==> config.mk <==
export PLATFORM = sky130hd
export DESIGN_NAME = fpcsr_regs
export DESIGN_NICKNAME = d
export VERILOG_FILES = /design/src/rtl/fpcsr_regs.sv
export SDC_FILE = /design/constraint.sdc
export NUM_CORES = 1
export LEC_CHECK = 0
export ABC_AREA = 1
export ABC_CLOCK_PERIOD_IN_PS = 2200
export CORE_MARGIN = 3
export CORE_UTILIZATION = 43
export DETAILED_ROUTE_END_ITERATION = 10
export PLACE_DENSITY = 0.88
export SLEW_MARGIN = 20
export SYNTH_ARGS = -nofsm -noshare
export SYNTH_HDL_FRONTEND = slang
export SYNTH_SLANG_ARGS = --single-unit
==> constraint.sdc <==
create_clock -name clk -period 2.2 [get_ports clk]
set_input_delay 0.33 -clock clk [delete_from_list [all_inputs] [get_ports clk]]
set_output_delay 0.33 -clock clk [all_outputs]
set_load 0.05 [all_outputs]
==> src/rtl/fpcsr_regs.sv <==
module fpcsr_regs #(
  parameter logic [31:0] ID_VALUE = 32'h0000_A5C3,
  parameter int          NCC      = 8
) (
  input  logic           clk,
  input  logic           rst_n,
  input  logic [4:0]     reg_idx,
  input  logic           wr_en,
  input  logic [31:0]    wr_data,
  output logic [31:0]    rd_data,
  input  logic           op_valid,
  input  logic [5:0]     op_status,
  input  logic [NCC-1:0] cc_set_en,
  input  logic [NCC-1:0] cc_set_val,
  output logic           trap_req,
  output logic [1:0]     round_mode,
  output logic           flush_zero
);
  localparam logic [31:0] RSV_MASK = 32'h007C_0000;

  logic [31:0] csr_q, csr_wr, csr_nx;
  logic        trap_q;
  logic [7:0]  cc_packed;

  assign cc_packed  = {csr_q[31:25], csr_q[23]};
  assign round_mode = csr_q[1:0];
  assign flush_zero = csr_q[24];
  assign trap_req   = trap_q;

  always_comb begin
    csr_wr = csr_q;
    case (reg_idx)
      5'd25: begin
        csr_wr[31:25] = wr_data[7:1];
        csr_wr[23]    = wr_data[0];
      end
      5'd26: begin
        csr_wr[17:12] = wr_data[17:12];
        csr_wr[6:2]   = wr_data[6:2];
      end
      5'd28: begin
        csr_wr[24]   = wr_data[2];
        csr_wr[11:7] = wr_data[11:7];
        csr_wr[1:0]  = wr_data[1:0];
      end
      5'd31:   csr_wr = wr_data & ~RSV_MASK;
      default: csr_wr = csr_q;
    endcase
  end

  always_comb begin
    csr_nx = wr_en ? csr_wr : csr_q;
    if (op_valid) begin
      csr_nx[17:12] = op_status;
      csr_nx[6:2]   = csr_nx[6:2] | op_status[4:0];
    end
    for (int k = 0; k < NCC; k++)
      if (cc_set_en[k]) csr_nx[(k == 0) ? 23 : 24 + k] = cc_set_val[k];
  end

  always_ff @(posedge clk or negedge rst_n) begin
    if (!rst_n) begin
      csr_q  <= '0;
      trap_q <= 1'b0;
    end else begin
      csr_q  <= csr_nx;
      trap_q <= op_valid && ((|(op_status[4:0] & csr_q[11:7])) || op_status[5]);
    end
  end

  always_comb begin
    case (reg_idx)
      5'd0:    rd_data = ID_VALUE;
      5'd25:   rd_data = {24'd0, cc_packed};
      5'd26:   rd_data = csr_q & 32'h0003_F07C;
      5'd28:   rd_data = {20'd0, csr_q[11:7], 4'd0, csr_q[24], csr_q[1:0]};
      5'd31:   rd_data = csr_q;
      default: rd_data = '0;
    endcase
  end
endmodule

==> load_flow_metrics.sql, run 1 <==
INSERT INTO impl_metrics (metric_group, metric, value, unit) VALUES
('critical_path', 'path_delay_family', 'buffers and inverters', ''),
('critical_path', 'crit_slowest_cell', 'sky130_fd_sc_hd__clkdlybuf4s50_1', ''),
('global_route', 'antenna_violations_before_repair', '0', ''),
('sta', 'max_slew.worst_pin.slew', '522', 'ps'),
('pwr', 'power_frac_clock', '0.256', ''),
('layout', 'multi_input_area', '968', 'µm²'),
('placed_design', 'placed_cells', '415', ''),
('logic_synthesis', 'asyncSetResetFlopFracSynth', '1.00', ''),
('sta', 'relSlewSlack', '0.651', ''),
('critical_path', 'critical_path_class', 'in2out', ''),
('critical_path', 'timing.critical_path.cells', 'clkdlybuf4s50_1 -> inv_1 -> nor2_2 -> nand3_2 -> nand2_4 -> inv_1 -> nor2_2 -> buf_12', ''),
('drt', 'avgRoutedWirePerCell', '14.2', 'µm'),
('critical_path', 'path_max_fanout', '5', ''),
('die', 'die_width', '71.7', 'µm'),
('logic_synthesis', 'syn_inst', '272', ''),
('cts', 'clock_sink_count', '28', ''),
('layout', 'nNetsFinal', '437', ''),
('critical_path', 'critical_path.endpoint_type', 'output port', ''),
('pwr', 'switching_power', '0.516', 'mW'),
('global_route', 'vias_in_the_first_global_route', '2117', ''),
('critical_path', 'cp_num_buf_inv', '4', ''),
('die', 'num_rows', '23', ''),
('cts', 'cts_tree', 'done', ''),
('drt', 'drt_pre_antenna_iters', '4', ''),
('pwr', 'swShare', '0.325', ''),
('cts', 'clock_tree_buf_depth', '2', ''),
('sta', 'final_setup_violation_count', '0', ''),
('logic_synthesis', 'ys_ff_latch', '28', ''),
('flow_run', 'cap_viol_max_count', '0', ''),
('critical_path', 'required', '1870', 'ps'),
('placed_design', 'dpl-instance-area', '3090', 'µm²'),
('pwr', 'power.sequential.fraction', '0.395', ''),
('layout', 'layout.filler_cells', '263', ''),
('sta', 'rsz0062_at_grt', 'no', ''),
('logic_synthesis', 'synth_area_per_cell', '6.83', 'µm²'),
('layout', 'final_cell_count_no_fill', '423', ''),
('cts', 'worstSkewPairLatency', '280', 'ps'),
('layout', 'post_route_cells_drive_above_1_share', '0.198', ''),
('sta', 'finalWorstPathRequiredPeriod', '2120', 'ps'),
('pwr', 'powerDensity', '491', 'nW/µm²'),
('global_route', 'grt_first_pass_wirelength', '9.82', 'mm'),
('cts', 'cts.reportedPaths.clkPinSlew', '90', 'ps'),
('global_route', 'global_route_congestion_overflow_total', '0', ''),
('logic_synthesis', 'yosysWarnings', '0', ''),
('placed_design', 'gpl.final_weighted_congestion', '0.877', ''),
('sta', 'fin_tns_setup', '0', 'ps'),
('global_route', 'grt.total_usage', '0.241', ''),
('critical_path', 'cp_slowest_stage_delay', '500', 'ps'),
('layout', 'layout_commonest_cell', 'sky130_fd_sc_hd__nand2_1', ''),
('die', 'core_area', '4090', 'µm²'),
('critical_path', 'critPathArrivalTime', '1790', 'ps'),
('min_path', 'worstHoldPathType', 'in2async', ''),
('pwr', 'ir_worst_vdd', '0.000335', 'V'),
('die', 'fp.dieH', '71.7', 'µm'),
('die', 'design.die.area', '5140', 'µm²'),
('logic_synthesis', 'post_synth_instance_area', '1860', 'µm²'),
('sta', 'skew', '0.934', 'ps'),
('placed_design', 'port_buffers', '88', ''),
('sta', 'hold_viol', '0', ''),
('global_route', 'pin_count_of_the_biggest_net_entering_global_routing', '29', ''),
('sta', 'min_period_over_period', '0.962', ''),
('drt', 'detail_route.drc_violations', '0', ''),
('cts', 'cts_inserted_buffers', '3', ''),
('sta', 'final_max_slew_viol_count', '0', ''),
('layout', 'antenna_cells_inserted', '0', ''),
('cts', 'clock_tree.root_cell', 'sky130_fd_sc_hd__clkbuf_8', ''),
('outcome', 'status', 'finished clean', ''),
('die', 'ios', '99', ''),
('pwr', 'p_int', '1.07', 'mW'),
('critical_path', 'cp-start-kind', 'primary input', ''),
('layout', 'most-common-layout-cells', '93 x sky130_fd_sc_hd__nand2_1, 57 x sky130_fd_sc_hd__clkdlybuf4s50_1, 40 x sky130_fd_sc_hd__inv_1', '');
==> state kept, by name, summed over array words and instances (netlist names) <==
| signal | count |
|---|---|
| trap_req | 1 |
| csr_q | 27 |
==> Yosys cell counts, types with 2 or more instances <==
| master | count | area (µm²) |
|---|---|---|
| sky130_fd_sc_hd__nand2_1 | 94 | 353 |
| sky130_fd_sc_hd__inv_1 | 40 | 150 |
| sky130_fd_sc_hd__dfrtp_1 | 28 | 701 |
| sky130_fd_sc_hd__nand3_1 | 26 | 130 |
| sky130_fd_sc_hd__nor2_1 | 25 | 93.8 |
| sky130_fd_sc_hd__o21ai_0 | 18 | 90.1 |
| sky130_fd_sc_hd__buf_4 | 9 | 67.6 |
| sky130_fd_sc_hd__o211ai_1 | 6 | 45.0 |
| sky130_fd_sc_hd__nand2_4 | 4 | 45.0 |
| sky130_fd_sc_hd__o21ai_2 | 4 | 35.0 |
| sky130_fd_sc_hd__a21oi_1 | 3 | 15.0 |
| sky130_fd_sc_hd__a22o_1 | 2 | 17.5 |
| sky130_fd_sc_hd__nand2_2 | 2 | 12.5 |
==> worst reg2reg max path, cell delays in order, from the launching register on <==
cell and delay, ps:
sky130_fd_sc_hd__dfrtp_1 430, sky130_fd_sc_hd__a22o_1 210, sky130_fd_sc_hd__nor2_1 100, sky130_fd_sc_hd__a21oi_1 70
==> path summary, 6_finish.rpt <==
check / from / end / slack (ps) / cells past startpoint
min: rst_n / csr_q[16] / 420 / 2
min in group clk: csr_q[5] / csr_q[5] / 490 / 2
max reg2reg: csr_q[7] / trap_req / 1280 / 3
max: reg_idx[4] / rd_data[17] / 80 / 8
max in group asynchronous: rst_n / csr_q[1] / 1510 / 2
min reg2reg: csr_q[5] / csr_q[5] / 490 / 2
==> power groups by stage <==
stage | clock [mW] | sequential [mW] | combinational [mW]
6_report | 0.407 | 0.628 | 0.556
5_1_grt | 0.436 | 0.638 | 0.596
4_1_cts | 0.414 | 0.627 | 0.553
3_5_place_dp | 0 | 0.638 | 0.543
3_3_place_gp | 0 | 0.633 | 0.530
2_1_floorplan | 0 | 0.648 | 0.286
==> per-layer routing <==
metal / GRT usage / share of wire / up-vias
met3: 0.0435 / 0.060 / 15
met4: 0.0668 / 0.023 / 0
li1: - / - / 1036
met5: 0 / 0 / -
met2: 0.424 / 0.51 / 81
met1: 0.303 / 0.41 / 979
==> final cells by class <==
cell class              count  area share
clock buffers               3      0.0127
flip-flops and latches     28       0.216
multi-input cells         196       0.299
clock inverters             1     0.00926
well taps                  50      0.0193
inverters                  41      0.0475
repair buffers            104       0.397
==> cells by family (layout without fill, tap and decap cells) <==
family	Yosys count	count (layout)	synth area share
simple gates	155	156	0.359
buf+inv	53	149	0.135
compound gates	35	35	0.127
flops	28	28	0.377
other cells	1	5	0.00202
==> metrics by stage <==
stage	setup slack (ps)	total power, mW	hold WS, ps	util
after global placement	50.6	1.16	456	0.755
final	84.0	1.59	422	0.794
after floorplan	60.8	0.934	34.4	-
after CTS	-1.67	1.59	434	0.785
after global routing	18.1	1.67	453	0.794
after detailed placement	-79.0	1.18	468	0.755
==> what timing repair did <==
action / CTS / global route
pin swaps: 1 / 1
endpoints found under the setup margin: 8 / 25
gates cloned: 1 / 0
hold endpoints to repair: 0 / 0
setup buffers: 2 / 1
hold buffers: 0 / 0
resized for setup: 8 / 10
No activity file was read; power rests on OpenSTA's default activity.
==> run 2, diff against run 1 <==
CORE_UTILIZATION = 45   (was 43)
DONT_BUFFER_PORTS = 1   (was default)
PLACE_DENSITY = 0.61   (was 0.88)
==> load_flow_metrics.sql, run 2 (synthesis results as in run 1) <==
INSERT INTO impl_metrics (metric_group, metric, value, unit) VALUES
('pwr', 'cellLeakagePower', '1.17', 'nW'),
('die', 'design.die.area', '4930', 'µm²'),
('drt', 'num_vias', '1720', ''),
('global_route', 'grt.total_usage', '0.196', ''),
('layout', 'antenna_cells_inserted', '0', ''),
('placed_design', 'port_buffers', '0', ''),
('layout', 'layout_commonest_cell', 'sky130_fd_sc_hd__nand2_1', ''),
('global_route', 'antenna_violations_before_repair', '0', ''),
('critical_path', 'critPathArrivalTime', '1430', 'ps'),
('sta', 'hold_viol', '0', ''),
('sta', 'rsz0062_at_grt', 'no', ''),
('placed_design', 'dp_hpwl', '3.82', 'mm'),
('critical_path', 'setup.reg_to_reg.worst_slack', '1230', 'ps'),
('global_route', 'global_route_congestion_overflow_total', '0', ''),
('critical_path', 'timing.critical_path.cells', 'nand2_1 -> o211ai_1 -> buf_4', ''),
('drt', 'detail_route.iter0.violations', '74', ''),
('cts', 'worstSkewPairLatency', '270', 'ps'),
('global_route', 'vias_in_the_first_global_route', '1722', ''),
('cts', 'cts_inserted_buffers', '3', ''),
('critical_path', 'path_max_fanout', '4', ''),
('flow_run', 'cap_viol_max_count', '0', ''),
('cts', 'postCtsSetupRepairBufs', '0', ''),
('pwr', 'switching_power', '0.460', 'mW'),
('pwr', 'power.sequential.fraction', '0.528', ''),
('cts', 'clock_sink_count', '28', ''),
('drt', 'drt_pre_antenna_iters', '4', ''),
('min_path', 'worstHoldPathType', 'in2reg', ''),
('placed_design', 'placed_cells', '337', ''),
('die', 'fp.dieH', '70.2', 'µm'),
('cts', 'clock_tree_buf_depth', '2', ''),
('die', 'num_rows', '22', ''),
('drt', 'avgRoutedWirePerCell', '14.1', 'µm'),
('drt', 'viasPerCell', '5.01', ''),
('sta', 'min_period_over_period', '0.798', ''),
('cts', 'cts.repair.resized', '0', ''),
('critical_path', 'cp_slowest_stage_delay', '700', 'ps'),
('layout', 'regMostFlops', 'csr_q', ''),
('global_route', 'pin_count_of_the_biggest_net_entering_global_routing', '29', ''),
('sta', 'final_max_slew_viol_count', '0', ''),
('cts', 'hold_buffers', '2', ''),
('pwr', 'p_int', '0.837', 'mW'),
('critical_path', 'critical_path.endpoint_type', 'output port', ''),
('layout', 'max_ffs_per_register', '27', ''),
('layout', 'area_delta_synth_final', '13.5', '%'),
('critical_path', 'cp-start-kind', 'flip-flop', ''),
('die', 'floorplan.initialDensity', '0.485', ''),
('layout', 'layout.filler_cells', '396', ''),
('sta', 'finalWorstPathRequiredPeriod', '1760', 'ps'),
('cts', 'h-tree-depth', '1', ''),
('placed_design', 'gpl.final_weighted_congestion', '0.872', ''),
('layout', 'post_route_cells_drive_above_1_share', '0.156', ''),
('layout', 'final_cell_count_no_fill', '343', ''),
('drt', 'wirelength', '4.85', 'mm'),
('pwr', 'ir_worst_vdd', '0.000325', 'V'),
('pwr', 'powerDensity', '615', 'nW/µm²'),
('cts', 'cts.reportedPaths.clkPinSlew', '100', 'ps'),
('pwr', 'power_frac_clock', '0.250', ''),
('sta', 'max_slew.worst_pin.slew', '546', 'ps'),
('drt', 'detail_route.drc_violations', '0', ''),
('die', 'die_width', '70.2', 'µm'),
('critical_path', 'critical_path_class', 'reg2out', ''),
('die', 'core_area', '3830', 'µm²'),
('sta', 'relSlewSlack', '0.636', ''),
('sta', 'skew', '0.390', 'ps'),
('layout', 'nNetsFinal', '359', ''),
('pwr', 'comb_power_share', '0.223', ''),
('layout', 'most-common-layout-cells', '94 x sky130_fd_sc_hd__nand2_1, 40 x sky130_fd_sc_hd__inv_1, 28 x sky130_fd_sc_hd__dfrtp_1', ''),
('sta', 'final_setup_violation_count', '0', ''),
('critical_path', 'required', '1870', 'ps'),
('outcome', 'status', 'finished clean', ''),
('sta', 'achievable-frequency', '570', 'MHz'),
('critical_path', 'crit_slowest_cell', 'sky130_fd_sc_hd__dfrtp_1', ''),
('cts', 'clock_tree.root_cell', 'sky130_fd_sc_hd__clkbuf_8', ''),
('drt', 'ant_nets', '0', ''),
('cts', 'cts_tree', 'done', ''),
('pwr', 'swShare', '0.355', ''),
('sta', 'fin_tns_setup', '0', 'ps'),
('die', 'ios', '99', ''),
('global_route', 'grt_first_pass_wirelength', '7.85', 'mm');
## run 2: per-stage QoR
stage	cell area, µm²	utilization	hold slack (ps)	power (mW)	setup WS [ps]
after global placement	2020	0.529	35.1	0.963	535
after global routing	2110	0.551	159	1.37	381
after CTS	2110	0.551	156	1.31	435
final	2110	0.551	160	1.30	445
after detailed placement	2020	0.529	35.3	0.971	521
after floorplan	1870	-	34.4	0.934	60.8
## run 2: power by group through the flow
stage	clock [mW]	combinational, mW	sequential (mW)
after detailed placement	0	0.275	0.696
final	0.324	0.289	0.684
after CTS	0.330	0.292	0.685
after floorplan	0	0.286	0.648
after global placement	0	0.269	0.694
after global routing	0.352	0.328	0.694
## run 2: layout make-up
class                      count  area [µm²]  share of cell area
tap                           48        60.1              0.0285
sequential                    28         701               0.332
clock buffer                   4        55.1              0.0261
timing repair buffer          27         218               0.103
multi-input combinational    195         921               0.437
inverter                      41         154              0.0730
## run 2: path summary, 6_finish.rpt
path / from / endpoint / depth (start not counted)
setup / recovery: csr_q[24] / rd_data[2] / 3
hold / removal: cc_set_en[7] / csr_q[31] / 2
setup reg to reg: csr_q[24] / csr_q[24] / 2
hold reg to reg: csr_q[15] / csr_q[15] / 2
max in group asynchronous: rst_n / csr_q[31] / 2
min in group asynchronous: rst_n / csr_q[12] / 2
## run 2: routing by layer
layer	vias up	part of all wire	track usage
met5	-	0	0
met4	0	0.0043	0.0298
met3	2	0.077	0.0619
met2	60	0.48	0.331
met1	777	0.44	0.251
li1	881	-	-
## run 2: worst max-delay path: cells and delay by family, from the launching register on
kind	cells	cell delay [ps]
simple gates	1	110
flops	1	700
buf+inv	1	230
compound gates	1	110
